**src/rtl/osw_pkg.sv**
```systemverilog
package osw_pkg;

   typedef enum logic [1:0] {
      ST_RST_WAIT  = 2'd0,
      ST_RUN       = 2'd1,
      ST_STOPPED   = 2'd2,
      ST_STOP_WAIT = 2'd3
   } osw_state_e;

   typedef enum logic [1:0] {
      SRC_SLOW = 2'd0,
      SRC_MID  = 2'd1,
      SRC_FAST = 2'd2
   } osw_src_e;

   function automatic osw_src_e decode_src(input logic [1:0] sel);
      case (sel)
         2'b00:   decode_src = SRC_SLOW;
         2'b01:   decode_src = SRC_MID;
         default: decode_src = SRC_FAST;
      endcase
   endfunction

endpackage

```
**src/rtl/osw_prescaler.sv**
```systemverilog
module osw_prescaler #(
   parameter int DIV_SLOW = 16,
   parameter int DIV_MID  = 2
) (
   input  logic               clk,
   input  logic               rst_n,
   input  logic               run,
   input  osw_pkg::osw_src_e  src,
   output logic               tick
);
   import osw_pkg::*;

   localparam int PW = (DIV_SLOW > 1) ? $clog2(DIV_SLOW) : 1;
   localparam logic [PW-1:0] M_SLOW = PW'(DIV_SLOW - 1);
   localparam logic [PW-1:0] M_MID  = PW'(DIV_MID - 1);

   generate
      if (DIV_SLOW < 1 || (DIV_SLOW & (DIV_SLOW - 1)) != 0) begin : g_bad_slow
         $error("osw_prescaler: DIV_SLOW must be a power of two");
      end
      if (DIV_MID < 1 || (DIV_MID & (DIV_MID - 1)) != 0 || DIV_MID > DIV_SLOW) begin : g_bad_mid
         $error("osw_prescaler: DIV_MID must be a power of two not above DIV_SLOW");
      end
   endgenerate

   logic [PW-1:0] cnt;
   logic          hit_slow;
   logic          hit_mid;

   always_ff @(posedge clk or negedge rst_n) begin
      if (!rst_n)    cnt <= '0;
      else if (!run) cnt <= '0;
      else           cnt <= cnt + 1'b1;
   end

   generate
      if (DIV_SLOW == 1) begin : g_slow_every
         assign hit_slow = 1'b1;
      end else begin : g_slow_tap
         assign hit_slow = ((cnt & M_SLOW) == M_SLOW);
      end
      if (DIV_MID == 1) begin : g_mid_every
         assign hit_mid = 1'b1;
      end else begin : g_mid_tap
         assign hit_mid = ((cnt & M_MID) == M_MID);
      end
   endgenerate

   always_comb begin
      case (src)
         SRC_SLOW: tick = run & hit_slow;
         SRC_MID:  tick = run & hit_mid;
         default:  tick = run;
      endcase
   end

endmodule

```
**src/rtl/osw_wait_timer.sv**
```systemverilog
module osw_wait_timer #(
   parameter int              TW     = 8,
   parameter logic [TW-1:0]   PRESET = '1
) (
   input  logic          clk,
   input  logic          rst_n,
   input  logic          load,
   input  logic          tick,
   output logic [TW-1:0] cnt,
   output logic          ovf
);

   generate
      if (TW < 2) begin : g_bad_width
         $error("osw_wait_timer: TW must be at least 2");
      end
   endgenerate

   assign ovf = tick && (cnt == '0);

   always_ff @(posedge clk or negedge rst_n) begin
      if (!rst_n)       cnt <= PRESET;
      else if (load)    cnt <= PRESET;
      else if (ovf)     cnt <= PRESET;
      else if (tick)    cnt <= cnt - 1'b1;
   end

endmodule

```
**src/rtl/osw_seq.sv**
```systemverilog
module osw_seq (
   input  logic               clk,
   input  logic               rst_n,
   input  logic               stop_req,
   input  logic               wake_evt,
   input  logic [1:0]         lo_src_sel,
   input  logic               wait_done,
   output osw_pkg::osw_state_e state,
   output logic               counting,
   output logic               load,
   output osw_pkg::osw_src_e  src
);
   import osw_pkg::*;

   osw_state_e state_q;
   osw_state_e state_d;
   osw_src_e   src_q;
   logic       stop_take;

   assign stop_take = (state_q == ST_RUN) && stop_req;

   always_comb begin
      state_d = state_q;
      case (state_q)
         ST_RST_WAIT:  if (wait_done) state_d = ST_RUN;
         ST_RUN:       if (stop_req)  state_d = ST_STOPPED;
         ST_STOPPED:   if (wake_evt)  state_d = ST_STOP_WAIT;
         ST_STOP_WAIT: if (wait_done) state_d = ST_RUN;
         default:                     state_d = ST_RST_WAIT;
      endcase
   end

   always_ff @(posedge clk or negedge rst_n) begin
      if (!rst_n) begin
         state_q <= ST_RST_WAIT;
         src_q   <= SRC_SLOW;
      end else begin
         state_q <= state_d;
         if (stop_take) src_q <= decode_src(lo_src_sel);
      end
   end

   assign state    = state_q;
   assign counting = (state_q == ST_RST_WAIT) || (state_q == ST_STOP_WAIT);
   assign load     = stop_take || (state_q == ST_STOPPED);
   assign src      = (state_q == ST_STOP_WAIT) ? src_q : SRC_SLOW;

endmodule

```
**src/rtl/osw_ctrl.sv**
```systemverilog
module osw_ctrl #(
   parameter int            TW        = 8,
   parameter logic [TW-1:0] LO_PRESET = 8'hFF,
   parameter logic [TW-1:0] HI_PRESET = 8'h07,
   parameter int            DIV_SLOW  = 16,
   parameter int            DIV_MID   = 2
) (
   input  logic          clk,
   input  logic          ext_rst_n,
   input  logic          stop_req,
   input  logic          wake_evt,
   input  logic [1:0]    lo_src_sel,
   output logic          core_rst_n,
   output logic          core_clk_en,
   output logic          cascade_force,
   output logic [TW-1:0] lo_preset,
   output logic [TW-1:0] hi_preset
);
   import osw_pkg::*;

   localparam int NSTAGE = 2;

   osw_state_e                 seq_state;
   logic                       seq_counting;
   logic                       seq_load;
   osw_src_e                   seq_src;
   logic                       seq_stopped;
   logic                       pre_tick;
   logic [NSTAGE-1:0]          stage_tick;
   logic [NSTAGE-1:0]          stage_ovf;
   logic [NSTAGE-1:0][TW-1:0]  stage_cnt;

   osw_seq u_seq (
      .clk        (clk),
      .rst_n      (ext_rst_n),
      .stop_req   (stop_req),
      .wake_evt   (wake_evt),
      .lo_src_sel (lo_src_sel),
      .wait_done  (stage_ovf[NSTAGE-1]),
      .state      (seq_state),
      .counting   (seq_counting),
      .load       (seq_load),
      .src        (seq_src)
   );

   osw_prescaler #(
      .DIV_SLOW (DIV_SLOW),
      .DIV_MID  (DIV_MID)
   ) u_pre (
      .clk   (clk),
      .rst_n (ext_rst_n),
      .run   (seq_counting),
      .src   (seq_src),
      .tick  (pre_tick)
   );

   generate
      for (genvar i = 0; i < NSTAGE; i++) begin : g_stage
         localparam logic [TW-1:0] P = (i == 0) ? LO_PRESET : HI_PRESET;
         if (i == 0) begin : g_first
            assign stage_tick[i] = pre_tick;
         end else begin : g_chain
            assign stage_tick[i] = stage_ovf[i-1];
         end
         osw_wait_timer #(
            .TW     (TW),
            .PRESET (P)
         ) u_tmr (
            .clk   (clk),
            .rst_n (ext_rst_n),
            .load  (seq_load),
            .tick  (stage_tick[i]),
            .cnt   (stage_cnt[i]),
            .ovf   (stage_ovf[i])
         );
      end
   endgenerate

   assign seq_stopped   = (seq_state == ST_STOPPED);
   assign core_rst_n    = (seq_state != ST_RST_WAIT);
   assign core_clk_en   = (seq_state == ST_RUN);
   assign cascade_force = ~core_clk_en;
   assign lo_preset     = cascade_force ? LO_PRESET : '0;
   assign hi_preset     = cascade_force ? HI_PRESET : '0;

endmodule

```
**config.mk**
```make
export PLATFORM = sky130hd
export DESIGN_NAME = osw_ctrl
export DESIGN_NICKNAME = d
export VERILOG_FILES = /design/src/rtl/osw_pkg.sv /design/src/rtl/osw_prescaler.sv /design/src/rtl/osw_wait_timer.sv /design/src/rtl/osw_seq.sv /design/src/rtl/osw_ctrl.sv
export SDC_FILE = /design/constraint.sdc
export NUM_CORES = 1
export LEC_CHECK = 0
export BUFFER_PORTS_ARGS = -buffer_cell sky130_fd_sc_hd__clkbuf_2
export CORE_MARGIN = 2
export CORE_UTILIZATION = 25
export CTS_CLUSTER_DIAMETER = 40
export DETAILED_ROUTE_END_ITERATION = 6
export SYNTH_ARGS = -nofsm -noshare
export SYNTH_HDL_FRONTEND = slang
export SYNTH_SLANG_ARGS = --single-unit
```
**constraint.sdc**
```tcl
create_clock -name clk -period 4.9 [get_ports clk]
set_clock_uncertainty 0.05 [all_clocks]
set_input_delay 1.47 -clock clk [delete_from_list [all_inputs] [get_ports clk]]
set_output_delay 1.47 -clock clk [all_outputs]
set_load 0.005 [all_outputs]
```
==> impl_metrics.json, run 1 <==
{
  "crit_fanout": 12,
  "yosysMostFrequentCell": "buf_4",
  "grt_util_met1_pct": 13.60,
  "h-tree-depth": 1,
  "r2r_start": "u_seq.state[0]$_DFFE_PN0P_",
  "root_buffer": "clkbuf_8",
  "antenna_found_initial": 0,
  "max_stage_delay_ns": 0.46,
  "drive_above_1_share_pct": 22.83,
  "rsz0062_at_grt": "false",
  "status": "finished, final reports clean",
  "dr.first_iter.drc_count": 46,
  "grt_overflow": 0,
  "antenna_cells": 0,
  "yosysTopAreaCell": "dfrtp_1",
  "use_met2_pct": 15.18,
  "ys.flop_type": "dfrtp_1",
  "synth_common_cells": "buf_4, nor2_1, dfrtp_1, dfstp_2",
  "rows": 29,
  "ys_top_cells_by_area": "dfrtp_1, dfstp_2, buf_4, ha_1, nor2_1",
  "holdBufCountCts": 0,
  "min_path_type": "reg2reg",
  "grt_use_total_pct": 9.802,
  "clk_pin_slew_worst_paths_ns": 0.09,
  "critPathKind": "reg2out",
  "hpwlAfterDp_um": 2312,
  "gr-usage-met3_pct": 1.278,
  "drt_first_pass_iters": 4,
  "rr_endpoint": "g_stage[1].u_tmr.cnt[2]$_DFFE_PN1P_",
  "start_util_pct": 25.84,
  "ys_seq_elements": 24,
  "globalplace.congestion": 0.8167,
  "required_ns": 3.38,
  "cts_resized": 0,
  "die_area_um2": 7189,
  "p_per_area_nw_per_um2": 462.1,
  "routed_wirelength_um": 3263,
  "nets": 201,
  "finalSetupViolCount": 0,
  "fmax_mhz": 336.7,
  "drc": 0,
  "clk-insertion-delay-late_ns": 0.27,
  "portBuffers": 19,
  "min_period_ns": 2.970,
  "cp-start-kind": "flop",
  "post_drt_wl_per_cell_um": 12.50,
  "async_flop_share_pct": 100.0,
  "crit_cells": 3,
  "area_growth_pct": 7.055,
  "hold_violations": 0,
  "max-slew-margin-rel_pct": 36.17,
  "place_ws_ns": 2.075,
  "peakVddDrop_mv": 0.3360,
  "grt_pass1_wl_um": 5851,
  "worstRegToRegCells": 6,
  "netlist_instances": 179,
  "grt.busiest_layer": "met2",
  "synth_area_um2": 1632,
  "cts.sinks": 24,
  "die_h_um": 84.79,
  "syn_avg_cell_area_um2": 9.115,
  "cp_top_family": "flip-flops",
  "leakage_nw": 0.7988,
  "fin_ws_ns": 1.930,
  "cp-endpoint": "lo_preset[7]",
  "worstPathArrival_ns": 1.45,
  "worstSetupStartpoint": "u_seq.state[0]$_DFFE_PN0P_",
  "ys_seq_area_share_pct": 37.65,
  "cts_tree": "built",
  "grt_pass1_vias": 1281,
  "utilization_pct": 27.67,
  "cts_setup_buffers": 0,
  "period_share_pct": 60.61,
  "path_buf_inv": 2,
  "clk_path_buf_depth": 2,
  "coreArea_um2": 6314,
  "cts_buffers": 3,
  "yosys_warnings": 0,
  "io_pins": 25,
  "drv_slew": 0,
  "die_w_um": 84.79,
  "grt_max_degree": 25,
  "synth_top_area_share_pct": 19.94,
  "synth_edf_count": 0,
  "worstPathCellList": "ha_1 -> inv_1 -> clkbuf_2",
  "reg2reg_slack_ns": 2.31,
  "antenna_left": 0,
  "crit_path_end_kind": "primary output",
  "drv_cap": 0,
  "totalNegativeSetupSlack_ns": 0,
  "via_per_inst": 4.797,
  "detailroute.via_count": 1252,
  "yosysUniqueCellTypes": 48,
  "worst_pin_slew_ns": 0.9575,
  "cp_slowest_cell": "dfrtp_1"
}
==> routing by layer <==
layer / wire length, um / part of all wire, %
met5: 0 / 0
met1: 1671 / 51
met2: 1458 / 45
met3: 91 / 2.8
met4: 41 / 1.3
==> state kept, by name (all words and copies together), names as in the netlist <==
| name | flops |
|---|---|
| g_stage.u_tmr.cnt | 16 |
| u_pre.cnt | 4 |
| u_seq.src_q | 2 |
| u_seq.state | 2 |
==> worst min-delay path by stage <==
stage | start | end | slack [ns] | cells past startpoint
2_1_floorplan | u_pre.cnt[0]$_DFF_PN0_ | u_pre.cnt[0]$_DFF_PN0_ | 0.39 | 1
3_3_place_gp | u_pre.cnt[0]$_DFF_PN0_ | u_pre.cnt[0]$_DFF_PN0_ | 0.42 | 1
3_5_place_dp | u_pre.cnt[0]$_DFF_PN0_ | u_pre.cnt[0]$_DFF_PN0_ | 0.43 | 1
4_1_cts | u_pre.cnt[0]$_DFF_PN0_ | u_pre.cnt[0]$_DFF_PN0_ | 0.44 | 1
5_1_grt | u_pre.cnt[0]$_DFF_PN0_ | u_pre.cnt[0]$_DFF_PN0_ | 0.48 | 1
6_report | u_pre.cnt[0]$_DFF_PN0_ | u_pre.cnt[0]$_DFF_PN0_ | 0.44 | 1
==> cell usage in the layout, fill, tap and decap left out, types with 2 or more instances in the layout <==
master / Yosys / final
and3_1: 2 / 2
conb_1: 1 / 5
nor2b_1: 5 / 5
nor4_1: 4 / 4
or3_1: 3 / 3
nand3_1: 5 / 5
mux2i_1: 2 / 2
o21ai_1: 2 / 2
nand2b_1: 6 / 6
or4_1: 4 / 4
dfstp_2: 11 / 11
nor3_1: 5 / 5
clkbuf_2: 0 / 19
a22o_1: 2 / 2
nor2_1: 15 / 15
o21ai_0: 9 / 9
inv_1: 9 / 9
a21oi_1: 10 / 10
nand2_1: 8 / 8
clkbuf_8: 0 / 4
ha_1: 10 / 10
nand4_1: 4 / 4
dfrtp_1: 13 / 13
and4_1: 3 / 3
==> per-stage QoR <==
stage          total power [mW]  hold slack (ns)  instance area, um2  instances
5_1_grt                  0.8841           0.4765                1747        261
4_1_cts                  0.8118           0.4391                1747        261
3_3_place_gp             0.6664           0.4187                1692        257
2_1_floorplan            0.6122           0.3946                1647        183
6_report                 0.8071           0.4385                1747        261
3_5_place_dp             0.6733           0.4276                1692        257
==> logic make-up after synthesis <==
logic type	synth area share (%)
AND/OR/NAND/NOR	26.92
XOR/XNOR	1.074
flip-flops	37.65
multiplexers	1.917
other	0.2298
AO/OA/AOI/OAI	13.50
buffers and inverters	11.04
adder cells (fa/ha/maj)	7.669
==> where the power goes <==
group	internal, mW	leakage (nW)	switching [mW]
Clock	0.0718	0.0288	0.0651
Combinational	0.132	0.494	0.201
Sequential	0.276	0.276	0.0612
Total	0.479	0.799	0.328
==> layout make-up <==
cell class / instances / area [um2]
clock buffer: 4 / 55.05
tap: 77 / 96.34
timing repair buffer: 19 / 95.09
sequential: 24 / 614.3
inverter: 9 / 33.78
multi-input combinational: 128 / 852.1
fill: 693 / 4567
Power figures use the tool's default switching activity.
==> inputs of run 2 (changes only) <==
- clock period: 4.9 -> 2.8 ns (I/O delays scaled with it)
==> impl_metrics.json, run 2 (same netlist as run 1, synthesis figures left out) <==
{
  "status": "finished, final reports clean",
  "p_per_area_nw_per_um2": 811.3,
  "clk-insertion-delay-late_ns": 0.26,
  "dr.first_iter.drc_count": 81,
  "grt_use_total_pct": 9.625,
  "cp_top_family": "compound AO/OA/AOI/OAI gates",
  "grt_max_degree": 25,
  "worst_pin_slew_ns": 0.7475,
  "internal_power_mw": 0.8576,
  "cp_slowest_cell": "a22oi_1",
  "cp-start-kind": "flop",
  "period_share_pct": 84.68,
  "antenna_found_initial": 0,
  "finalSetupViolCount": 0,
  "crit_fanout": 9,
  "report.power.total_mw": 1.429,
  "detailroute.via_count": 1246,
  "layout_common_cells": "clkbuf_2, nor2_1, dfrtp_1",
  "pwr-share-comb_pct": 41.6,
  "totalNegativeSetupSlack_ns": 0,
  "layout_commonest_cell": "clkbuf_2",
  "grt_pass1_wl_um": 5616,
  "p_sw_mw": 0.5717,
  "io_pins": 25,
  "min_path_type": "reg2reg",
  "holdBufCountCts": 0,
  "drv_slew": 0,
  "reg2reg_slack_ns": 0.43,
  "reg_top3": "g_stage.u_tmr.cnt (16), u_pre.cnt (4)",
  "worstRegToRegCells": 6,
  "fmax_mhz": 421.7,
  "largest_reg_flops": 16,
  "cts_setup_buffers": 0,
  "worstPathCellList": "inv_1 -> ha_1 -> and4b_1 -> a22oi_1 -> nor2_1 -> a221o_1",
  "swShare_pct": 40.00,
  "clk_path_buf_depth": 2,
  "drt_first_pass_iters": 4,
  "crit_cells": 6,
  "grt_pass1_vias": 1196,
  "min_period_ns": 2.371,
  "fill_cells": 697,
  "globalplace.congestion": 0.8207,
  "post_drt_wl_per_cell_um": 12.19,
  "nets": 203,
  "fin_ws_ns": 0.4288,
  "portBuffers": 19,
  "required_ns": 2.95,
  "leakage_nw": 0.8080,
  "pwr-share-clk_pct": 16.7,
  "rsz0062_at_grt": "false",
  "hold_slack_ns": 0.4398,
  "critPathKind": "reg2reg",
  "die_h_um": 84.79,
  "die_area_um2": 7189,
  "max-slew-margin-rel_pct": 49.71,
  "start_util_pct": 25.84,
  "grt_overflow": 0,
  "cts.sinks": 24,
  "coreArea_um2": 6314,
  "regMostFlops": "g_stage.u_tmr.cnt",
  "utilization_pct": 27.90,
  "rows": 29,
  "path_buf_inv": 1,
  "min_path_cells": 1,
  "routed_wirelength_um": 3206,
  "via_per_inst": 4.738,
  "root_buffer": "clkbuf_8",
  "p_seq_share_pct": 41.7,
  "cts_tree": "built",
  "antenna_cells": 0,
  "cts_resized": 0,
  "drv_cap": 0,
  "area_growth_pct": 7.975,
  "clk_pin_slew_worst_paths_ns": 0.09,
  "drive_above_1_share_pct": 23.66,
  "max_stage_delay_ns": 0.50,
  "crit_path_end_kind": "flop",
  "antenna_left": 0,
  "hold_violations": 0,
  "drc": 0,
  "place_ws_ns": 0.4467,
  "worstPathArrival_ns": 2.52,
  "cts_buffers": 3,
  "peakVddDrop_mv": 0.5101,
  "hpwlAfterDp_um": 2379,
  "die_w_um": 84.79,
  "h-tree-depth": 1
}
-- run 2: cell count changes in the layout (fill, tap and decap cells not counted), sizes merged --
| cell | before | now |
|---|---|---|
| buf | 0 | 2 |
-- run 2: worst paths after layout --
check | start | endpoint
max | u_seq.state[0]$_DFFE_PN0P_ | g_stage[1].u_tmr.cnt[2]$_DFFE_PN1P_
min | u_pre.cnt[0]$_DFF_PN0_ | u_pre.cnt[0]$_DFF_PN0_
max reg2reg | u_seq.state[0]$_DFFE_PN0P_ | g_stage[1].u_tmr.cnt[2]$_DFFE_PN1P_
min reg2reg | u_pre.cnt[0]$_DFF_PN0_ | u_pre.cnt[0]$_DFF_PN0_
max in group asynchronous | ext_rst_n | g_stage[1].u_tmr.cnt[7]$_DFFE_PN0P_
min in group asynchronous | ext_rst_n | u_pre.cnt[0]$_DFF_PN0_
-- run 2: power by group through the flow --
stage	logic, mW	clock network, mW	registers, mW
final	0.595	0.238	0.596
after global placement	0.594	0	0.599
after floorplan	0.520	0	0.551
after CTS	0.600	0.253	0.594
after global routing	0.680	0.264	0.613
after detailed placement	0.596	0	0.600
-- run 2: final cells by class --
type	instances	area [um2]	share of cell area, %
timing repair buffer	21	110.1	6.250
multi-input combinational	128	852.1	48.37
clock buffer	4	55.05	3.125
tap	77	96.34	5.469
inverter	9	33.78	1.918
sequential	24	614.3	34.87
-- run 2: stage by stage --
stage	instance area, um2	cells
2_1_floorplan	1647	183
3_3_place_gp	1707	259
3_5_place_dp	1707	259
4_1_cts	1762	263
5_1_grt	1762	263
6_report	1762	263
-- run 2: routing by layer --
layer,global-route usage (%),part of all wire [%]
met1,13.00,48
met2,15.25,47
met3,2.360,2.7
met4,2.886,1.4
met5,0,0
-- run 2: worst register-to-register path, stage by stage (launching register included) --
cell and delay, ns:
dfrtp_1 0.44, inv_1 0.09, ha_1 0.43, and4b_1 0.25, a22oi_1 0.50, nor2_1 0.19, a221o_1 0.36
